## src/rtl/dtt_pkg.sv

```systemverilog
package dtt_pkg;

    typedef enum logic [1:0] {
        RATIO_1_1   = 2'd0,
        RATIO_3_2   = 2'd1,
        RATIO_2_1   = 2'd2,
        RATIO_OTHER = 2'd3
    } clk_ratio_e;

    typedef struct packed {
        logic burst;
        logic read;
        logic dcache;
        logic cacheable;
    } xfer_attr_t;

    typedef struct packed {
        logic busy;
        logic granted;
        logic burst;
    } tenure_ctx_t;

    // Wait states forced before the first acknowledge, from transfer kind and ratio.
    function automatic logic [1:0] forced_waits(input xfer_attr_t a,
                                                input clk_ratio_e r,
                                                input logic no_dretry);
        logic fast_ratio;
        fast_ratio = (r == RATIO_1_1) || (r == RATIO_3_2);
        if (fast_ratio && a.burst && a.read && a.dcache && a.cacheable)
            return no_dretry ? 2'd2 : 2'd1;
        return 2'd0;
    endfunction

endpackage

```

## src/rtl/dtt_gap_policy.sv

```systemverilog
module dtt_gap_policy
    import dtt_pkg::*;
#(
    parameter int unsigned ARTRY_WIN = 1,
    parameter int unsigned CNT_W     = 4
) (
    input  logic             clk,
    input  logic             rst,
    input  xfer_attr_t       attr,
    input  clk_ratio_e       ratio,
    input  logic             no_dretry,
    output logic [CNT_W-1:0] first_ack_off
);

    logic [CNT_W-1:0] from_waits;
    logic [CNT_W-1:0] from_window;

    always_comb begin
        from_waits    = CNT_W'(forced_waits(attr, ratio, no_dretry)) + CNT_W'(1);
        from_window   = CNT_W'(ARTRY_WIN);
        first_ack_off = (from_window > from_waits) ? from_window : from_waits;
    end

    logic dc_burst_fast;
    assign dc_burst_fast = (ratio == RATIO_1_1 || ratio == RATIO_3_2) &&
                           attr.burst && attr.read && attr.dcache && attr.cacheable;

    AST_ONE_WAIT_MIN: assert property (@(posedge clk) disable iff (rst)
        dc_burst_fast |-> (first_ack_off >= CNT_W'(2)));
    AST_TWO_WAIT_MIN: assert property (@(posedge clk) disable iff (rst)
        (dc_burst_fast && no_dretry) |-> (first_ack_off >= CNT_W'(3)));
    AST_WINDOW_MIN: assert property (@(posedge clk) disable iff (rst)
        first_ack_off >= CNT_W'(ARTRY_WIN));

endmodule

```

## src/rtl/dtt_beat_ctr.sv

```systemverilog
module dtt_beat_ctr #(
    parameter int unsigned BEATS = 4
) (
    input  logic clk,
    input  logic rst,
    input  logic clear,
    input  logic step,
    input  logic is_burst,
    output logic last
);

    localparam int unsigned BW = (BEATS > 1) ? $clog2(BEATS) : 1;

    logic [BW-1:0] cnt_q;

    always_ff @(posedge clk) begin
        if (rst || clear) begin
            cnt_q <= '0;
        end else if (step) begin
            cnt_q <= cnt_q + BW'(1);
        end
    end

    assign last = !is_burst || (cnt_q == BW'(BEATS - 1));

    AST_BEAT_RANGE: assert property (@(posedge clk) disable iff (rst)
        cnt_q <= BW'(BEATS - 1));

endmodule

```

## src/rtl/dtenure_term_ctl.sv

```systemverilog
module dtenure_term_ctl
    import dtt_pkg::*;
#(
    parameter int unsigned BEATS     = 4,
    parameter int unsigned ARTRY_WIN = 1,
    parameter int unsigned TAG_W     = 3
) (
    input  logic             clk,
    input  logic             rst,
    input  logic             xfer_start,
    input  logic             xfer_burst,
    input  logic             xfer_read,
    input  logic             xfer_dcache,
    input  logic             xfer_cacheable,
    input  logic [1:0]       cfg_ratio,
    input  logic             cfg_no_dretry,
    input  logic             cfg_hold_grant,
    input  logic             addr_retry_vld,
    input  logic [TAG_W-1:0] addr_retry_tag,
    input  logic             mem_valid,
    input  logic             mem_err,
    output logic             mem_ready,
    output logic             data_grant,
    output logic             xfer_ack,
    output logic             xfer_err,
    output logic             data_retry
);

    localparam int unsigned OFF_MAX = (ARTRY_WIN > 3) ? ARTRY_WIN : 3;
    localparam int unsigned CNT_W   = $clog2(OFF_MAX + 1) + 1;

    xfer_attr_t       attr_in;
    logic [CNT_W-1:0] off_in;

    tenure_ctx_t      ctx_q;
    logic [CNT_W-1:0] cnt_q;
    logic [CNT_W-1:0] off_q;
    logic [TAG_W-1:0] cur_tag_q;
    logic [TAG_W-1:0] tag_ctr_q;

    logic accept, kill, gap_ok, beat, last_beat, tenure_end;

    assign attr_in = '{burst: xfer_burst, read: xfer_read,
                       dcache: xfer_dcache, cacheable: xfer_cacheable};

    dtt_gap_policy #(.ARTRY_WIN(ARTRY_WIN), .CNT_W(CNT_W)) policy_i (
        .clk           (clk),
        .rst           (rst),
        .attr          (attr_in),
        .ratio         (clk_ratio_e'(cfg_ratio)),
        .no_dretry     (cfg_no_dretry),
        .first_ack_off (off_in)
    );

    always_comb begin
        accept     = xfer_start && !ctx_q.busy;
        kill       = ctx_q.busy && addr_retry_vld && (addr_retry_tag == cur_tag_q);
        gap_ok     = cnt_q >= off_q;
        data_grant = ctx_q.busy && !ctx_q.granted && (cfg_hold_grant ? gap_ok : 1'b1);
        mem_ready  = ctx_q.busy && gap_ok && !kill;
        beat       = mem_ready && mem_valid;
        xfer_ack   = beat && !mem_err;
        xfer_err   = beat && mem_err;
        data_retry = 1'b0;
        tenure_end = kill || xfer_err || (xfer_ack && last_beat);
    end

    dtt_beat_ctr #(.BEATS(BEATS)) beats_i (
        .clk      (clk),
        .rst      (rst),
        .clear    (accept || tenure_end),
        .step     (xfer_ack),
        .is_burst (ctx_q.burst),
        .last     (last_beat)
    );

    always_ff @(posedge clk) begin
        if (rst) begin
            ctx_q     <= '0;
            cnt_q     <= '0;
            off_q     <= '0;
            cur_tag_q <= '0;
            tag_ctr_q <= '0;
        end else if (accept) begin
            ctx_q     <= '{busy: 1'b1, granted: 1'b0, burst: xfer_burst};
            cnt_q     <= CNT_W'(1);
            off_q     <= off_in;
            cur_tag_q <= tag_ctr_q;
            tag_ctr_q <= tag_ctr_q + TAG_W'(1);
        end else if (ctx_q.busy) begin
            if (tenure_end) begin
                ctx_q.busy <= 1'b0;
            end
            if (data_grant) begin
                ctx_q.granted <= 1'b1;
            end
            if (cnt_q < CNT_W'(OFF_MAX)) begin
                cnt_q <= cnt_q + CNT_W'(1);
            end
        end
    end

    AST_ACK_ERR_EXCL: assert property (@(posedge clk) disable iff (rst)
        !(xfer_ack && xfer_err));
    AST_GRANT_PULSE: assert property (@(posedge clk) disable iff (rst)
        data_grant |=> !data_grant);
    AST_ACK_AFTER_GRANT: assert property (@(posedge clk) disable iff (rst)
        xfer_ack |-> (ctx_q.granted || data_grant));
    AST_KILL_QUIET: assert property (@(posedge clk) disable iff (rst)
        kill |=> !(xfer_ack || xfer_err || data_grant || mem_ready));
    AST_FIRST_ACK_WINDOW: assert property (@(posedge clk) disable iff (rst)
        (xfer_ack || xfer_err) |-> (cnt_q >= CNT_W'(ARTRY_WIN)));
    AST_BUSY_NO_RESTART: assert property (@(posedge clk) disable iff (rst)
        (ctx_q.busy && !tenure_end) |=> $stable(cur_tag_q));

endmodule

```

## config.mk

```make
export PLATFORM = sky130hd
export DESIGN_NAME = dtenure_term_ctl
export DESIGN_NICKNAME = d
export VERILOG_FILES = /design/src/rtl/dtt_pkg.sv /design/src/rtl/dtt_gap_policy.sv /design/src/rtl/dtt_beat_ctr.sv /design/src/rtl/dtenure_term_ctl.sv
export SDC_FILE = /design/constraint.sdc
export NUM_CORES = 1
export LEC_CHECK = 0
export CORE_MARGIN = 10
export CORE_UTILIZATION = 33
export DETAILED_ROUTE_END_ITERATION = 7
export GPL_TIMING_DRIVEN = 0
export PLACE_DENSITY = 0.57
export SYNTH_ARGS = -nofsm -noshare
export SYNTH_HDL_FRONTEND = slang
export SYNTH_SLANG_ARGS = --single-unit
```

## constraint.sdc

```tcl
create_clock -name clk -period 4 [get_ports clk]
set_input_delay 0.8 -clock clk [delete_from_list [all_inputs] [get_ports clk]]
set_output_delay 0.8 -clock clk [all_outputs]
set_load 0.1 [all_outputs]
```

# After elaboration in Yosys (flattened, before gate mapping)
# Cells that the tools add are included.
dict set report classes {
  n_reduce_logical 33
  order_cmp 3
  n_addsub 4
  mux 13
  eq_ne 3
}
# op count
set ops {}
lappend ops {{$logic_and A1 B1 Y1} 15}
lappend ops {{$mux W2} 5}
lappend ops {{$mux W1} 7}
lappend ops {{$add A3 B1 Y3 const B} 2}
lappend ops {{$logic_or A1 B1 Y1} 6}
lappend ops {{$reduce_and A2 Y1} 3}
lappend ops {{$logic_not A1 Y1} 5}
lappend ops {{$reduce_bool A2 Y1} 2}
lappend ops {{$add A2 B1 Y3 const B} 1}
lappend ops {{$eq A3 B3 Y1} 1}
lappend ops {{$ge A3 B3 Y1} 1}
lappend ops {{$gt A1 B3 Y1 const A} 1}
lappend ops {{$lt A3 B2 Y1 const B} 1}
lappend ops {{$mux W3} 1}
lappend ops {{$add A2 B1 Y2 const B} 1}
lappend ops {{$eq A2 B1 Y1 const B} 1}
lappend ops {{$eq A2 B2 Y1 const B} 1}
lappend ops {{$logic_not A2 Y1} 1}
lappend ops {{$reduce_or A2 Y1} 1}
dict set report totals {
  output_inout_bits 5
  reg_bits 17
  elab_cells 65
}

# Depth between registers and ports, before layout
dict set report logic_depth {
  depth_word 11
  depth_mapped 6
}

# By module
# Synthesis repeated with hierarchy kept, for this count alone.
dict set report unflattened {
  hier_cells 108
  hier_area_um2 899.6
}
# mod n_inst seq_area_each_um2 area_each_um2 cells_each
set modules_own_cells {}
lappend modules_own_cells {dtenure_term_ctl 1 300.3 740.7 93}
lappend modules_own_cells {dtt_beat_ctr 1 40.0 97.6 8}
lappend modules_own_cells {dtt_gap_policy 1 0.0 61.3 7}

# Least setup slack after synthesis
# Ideal clock, no wire load.
dict set report synth_timing {
  path_kind {input-to-output}
  start {in addr_retry_tag[2]}
  end {out xfer_ack}
  path_slack_ns -0.055
  path_buffers 0
  t_required_ns 3.200
  path_stages 3
  arrival_time_ns 3.255
  cell_sequence {xor2_1 > o41ai_2 > nor3_1}
}
dict set report synth_via {
  elab_chain_len 6
}
# element line
set synth_rtl {}
lappend synth_rtl {{start: declaration} dtenure_term_ctl.sv:19} ;# input logic [TAG_W-1:0] addr_retry_tag,
lappend synth_rtl {{$eq A3 B3 Y1} dtenure_term_ctl.sv:57} ;# kill = ctx_q.busy && addr_retry_vld && (addr_retry_tag == cur_tag_q);
lappend synth_rtl {{$logic_and A1 B1 Y1} dtenure_term_ctl.sv:57}
lappend synth_rtl {{$logic_not A1 Y1} dtenure_term_ctl.sv:60} ;# mem_ready = ctx_q.busy && gap_ok && !kill;
lappend synth_rtl {{$logic_and A1 B1 Y1} dtenure_term_ctl.sv:60}
lappend synth_rtl {{$logic_and A1 B1 Y1} dtenure_term_ctl.sv:61} ;# beat = mem_ready && mem_valid;
lappend synth_rtl {{$logic_and A1 B1 Y1} dtenure_term_ctl.sv:62} ;# xfer_ack = beat && !mem_err;
lappend synth_rtl {{end: declaration} dtenure_term_ctl.sv:24} ;# output logic xfer_ack,
# Every way passes these cells.

# Final worst setup path
dict set report layout_timing {
  start {reg cnt_q[0]}
  end {out data_grant}
}
dict set report layout_via {
  elab_chain_len 3
}
# element line
set layout_rtl {}
lappend layout_rtl {{start: declaration} dtenure_term_ctl.sv:36} ;# logic [CNT_W-1:0] cnt_q;
lappend layout_rtl {{start signal: assignment} dtenure_term_ctl.sv:98} ;# cnt_q <= cnt_q + CNT_W'(1);
lappend layout_rtl {{$ge A3 B3 Y1} dtenure_term_ctl.sv:58} ;# gap_ok = cnt_q >= off_q;
lappend layout_rtl {{$mux W1} dtenure_term_ctl.sv:59} ;# data_grant = ctx_q.busy && !ctx_q.granted && (cfg_hold_grant ? gap_ok : 1'b1);
lappend layout_rtl {{$logic_and A1 B1 Y1} dtenure_term_ctl.sv:59}
lappend layout_rtl {{end: declaration} dtenure_term_ctl.sv:23} ;# output logic data_grant,
# Every way passes these cells.

==> flow_summary.toml <==
[job]
maxCapViolations = 0

[cells_and_area]
nets = 155
mostFrequentLayoutCells = "nand2_1, dfxtp_1, clkdlybuf4s50_1, a21oi_1"
area_growth_pct = 29.6
layout_commonest_cell = "nand2_1"
drive_gt1_frac = 0.0615
diodes = 0

[critical_path]
cp_data_required_time_ps = 3200
arrival_ps = 2910
rr_endpoint = "beats_i.cnt_q[0]"
path_class = "flip-flop to output port"
reg2reg_from = "cnt_q[0]"
cp_max_fo = 10
worstSetupStartpointType = "flip-flop"
rr_worst_depth = 6
critPathCaptureType = "output port"
rrSetupSlack_ps = 2070

[floorplan]
rows = 18
ios = 22
fp.dieW_microns = 71.8
core_sq_um = 2520
die_h_microns = 71.8
start_util = 0.352
dieArea_sq_um = 5160

[detailed_routing]
dr.pass1.iters = 4
num_vias = 779
via_per_inst = 4.87
drt-total-wl_mm = 1.99
wire_per_inst_microns = 12.4
ant_nets = 0
drt-initial-drc-count = 42
drc = 0

[place]
dpl_worst_slack_ps = 3.06
portBuffers = 19
routabilityCongestion = 0.711
dp_hpwl_mm = 1.57

[clock_tree]
htree_levels = 1
numCtsBuffers = 3
clkSinkCount = 17
clock_latency_ps = 290
cts_hold_buf = 0
path_clk_slew_ps = 100
cts_buffer_depth = 2
cts_tree = "built"
root_buffer = "clkbuf_4"

[power]
powerDensity_nw_per_um2 = 318
leakage_nw = 0.496
peakVddDrop_v = 0.000207
total_power_mw = 0.366

[sta]
hold_viol_final = 0
period_minus_slack_ps = 3710
worst_slack_ps = 292
fmax_mhz = 270
fin_crit_sh = 0.927
clock_skew_ps = 1.89
tightest_slew_ps = 978
relSlewSlack = 0.347
rsz0062_at_grt = "false"
setup_viol = 0
slew_viol_final = 0

[grt]
grt_max_degree = 11
overflow = 0
grt_pass1_vias = 790
grt_usage = 0.0817
grt_pass1_wl_mm = 3.49
antenna_found_initial = 0

[yosys]
ys_ff_latch = 17
synth_top_area_frac = 0.384
yosysTopAreaCell = "dfxtp_1"
yosys-top-cells-area = "dfxtp_1, ha_1, nand2_1"
synth-seq-area-share = 0.384
ys_warn_count = 0
synth_area_sq_um = 887
synth_cell_types = 28
synth_nets = 131
syn-instance-count = 107
syn_area_per_cell_sq_um = 8.29

[min_path]
hold_end = "off_q[2]"
min_from = "off_q[2]"
hold_path.class = "flip-flop to flip-flop"
whs_path_depth = 2

[status]
status = "complete, no violations"
[synthesized netlist by cell type]
cell type  instances
or2b_2             1
conb_1             1
nand2_1           19
a211oi_1           3
a21oi_1           11
o21bai_1           1
o31ai_1            3
dfxtp_1           17
nand2b_1           1
nor2b_1            4
xnor2_1            1
or4_1              1
or4b_1             1
o21a_1             1
o41ai_1            1
buf_4              1
a31oi_2            1
xor2_1             4
a311oi_1           1
clkbuf_1           3
a21o_1             1
nor3_1             6
a31oi_1            1
inv_1              7
nor2_1             7
nand4_1            1
ha_1               7
o41ai_2            1
[routing by layer]
| layer | track usage | share of wire | vias to the layer above | routed length (microns) |
|---|---|---|---|---|
| met5 | 0 | 0 | - | 0 |
| met4 | 0.0215 | 0.0050 | 0 | 10 |
| met3 | 0.0413 | 0.079 | 2 | 157 |
| met2 | 0.134 | 0.48 | 15 | 946 |
| met1 | 0.0907 | 0.44 | 348 | 870 |
| li1 | - | - | 414 | - |
[cell type report]
class / instances / area, sq um
Fill cell: 268 / 1370
Clock buffer: 3 / 22.5
Inverter: 7 / 26.3
Tap cell: 30 / 37.5
Sequential cell: 17 / 340
Timing Repair Buffer: 19 / 198
Multi-Input combinational cell: 79 / 502
Clock inverter: 1 / 5.00
Buffer: 4 / 18.8
[sequential cells by signal (all words and copies together), names as in the netlist]
name	cells
ctx_q	3
off_q	3
beats_i.cnt_q	2
tag_ctr_q	3
cur_tag_q	3
cnt_q	3
[cells by family (layout without fill, tap and decap cells)]
family,after synthesis,after routing,synth area share
buf+inv,11,34,0.0508
simple gates,41,41,0.216
flops,17,17,0.384
other cells,1,1,0.00423
xor+xnor,5,5,0.0494
fa+ha+maj,7,7,0.0987
compound gates,25,25,0.197
[power breakdown]
group          leakage [nW]  switching (mW)  internal [mW]
clock                0.0177          0.0536         0.0372
combinational         0.340          0.0563         0.0347
sequential            0.139         0.00684          0.177
total                 0.496           0.117          0.249
[worst max-delay path by stage]
| stage | startpoint | to | slack (ps) | depth (start not counted) |
|---|---|---|---|---|
| CTS | addr_retry_tag[2] | xfer_err | 3 | 5 |
| floorplan | addr_retry_tag[2] | xfer_ack | -50 | 3 |
| global placement | addr_retry_tag[2] | xfer_err | 30 | 5 |
| finish | cnt_q[0] | data_grant | 290 | 7 |
| detailed placement | addr_retry_tag[2] | xfer_err | 3 | 5 |
| global route | cnt_q[0] | data_grant | 80 | 7 |
[critical path, cell delays in order, from the launching register on]
cell and delay, ps:
dfxtp_1 410, inv_1 80, ha_1 280, nand2b_1 160, a31oi_2 440, a21oi_1 150
nor2b_1 150, clkdlybuf4s50_1 960
[through the flow]
step / std cells / instance area, sq um / utilization / hold slack, ps / setup TNS, ps
after floorplan: 107 / 887 / - / 436 / -110
after global placement: 156 / 1110 / 0.442 / 447 / 0
after detailed placement: 156 / 1110 / 0.442 / 455 / 0
after CTS: 160 / 1140 / 0.453 / 470 / 0
after global routing: 160 / 1150 / 0.456 / 487 / 0
final: 160 / 1150 / 0.456 / 460 / 0
[repair_timing]
| action | in CTS | in global routing |
|---|---|---|
| setup endpoints to repair | 0 | 3 |
| buffers inserted | 0 | 0 |
| resized for setup | 0 | 3 |
Power figures use the tool's default switching activity.
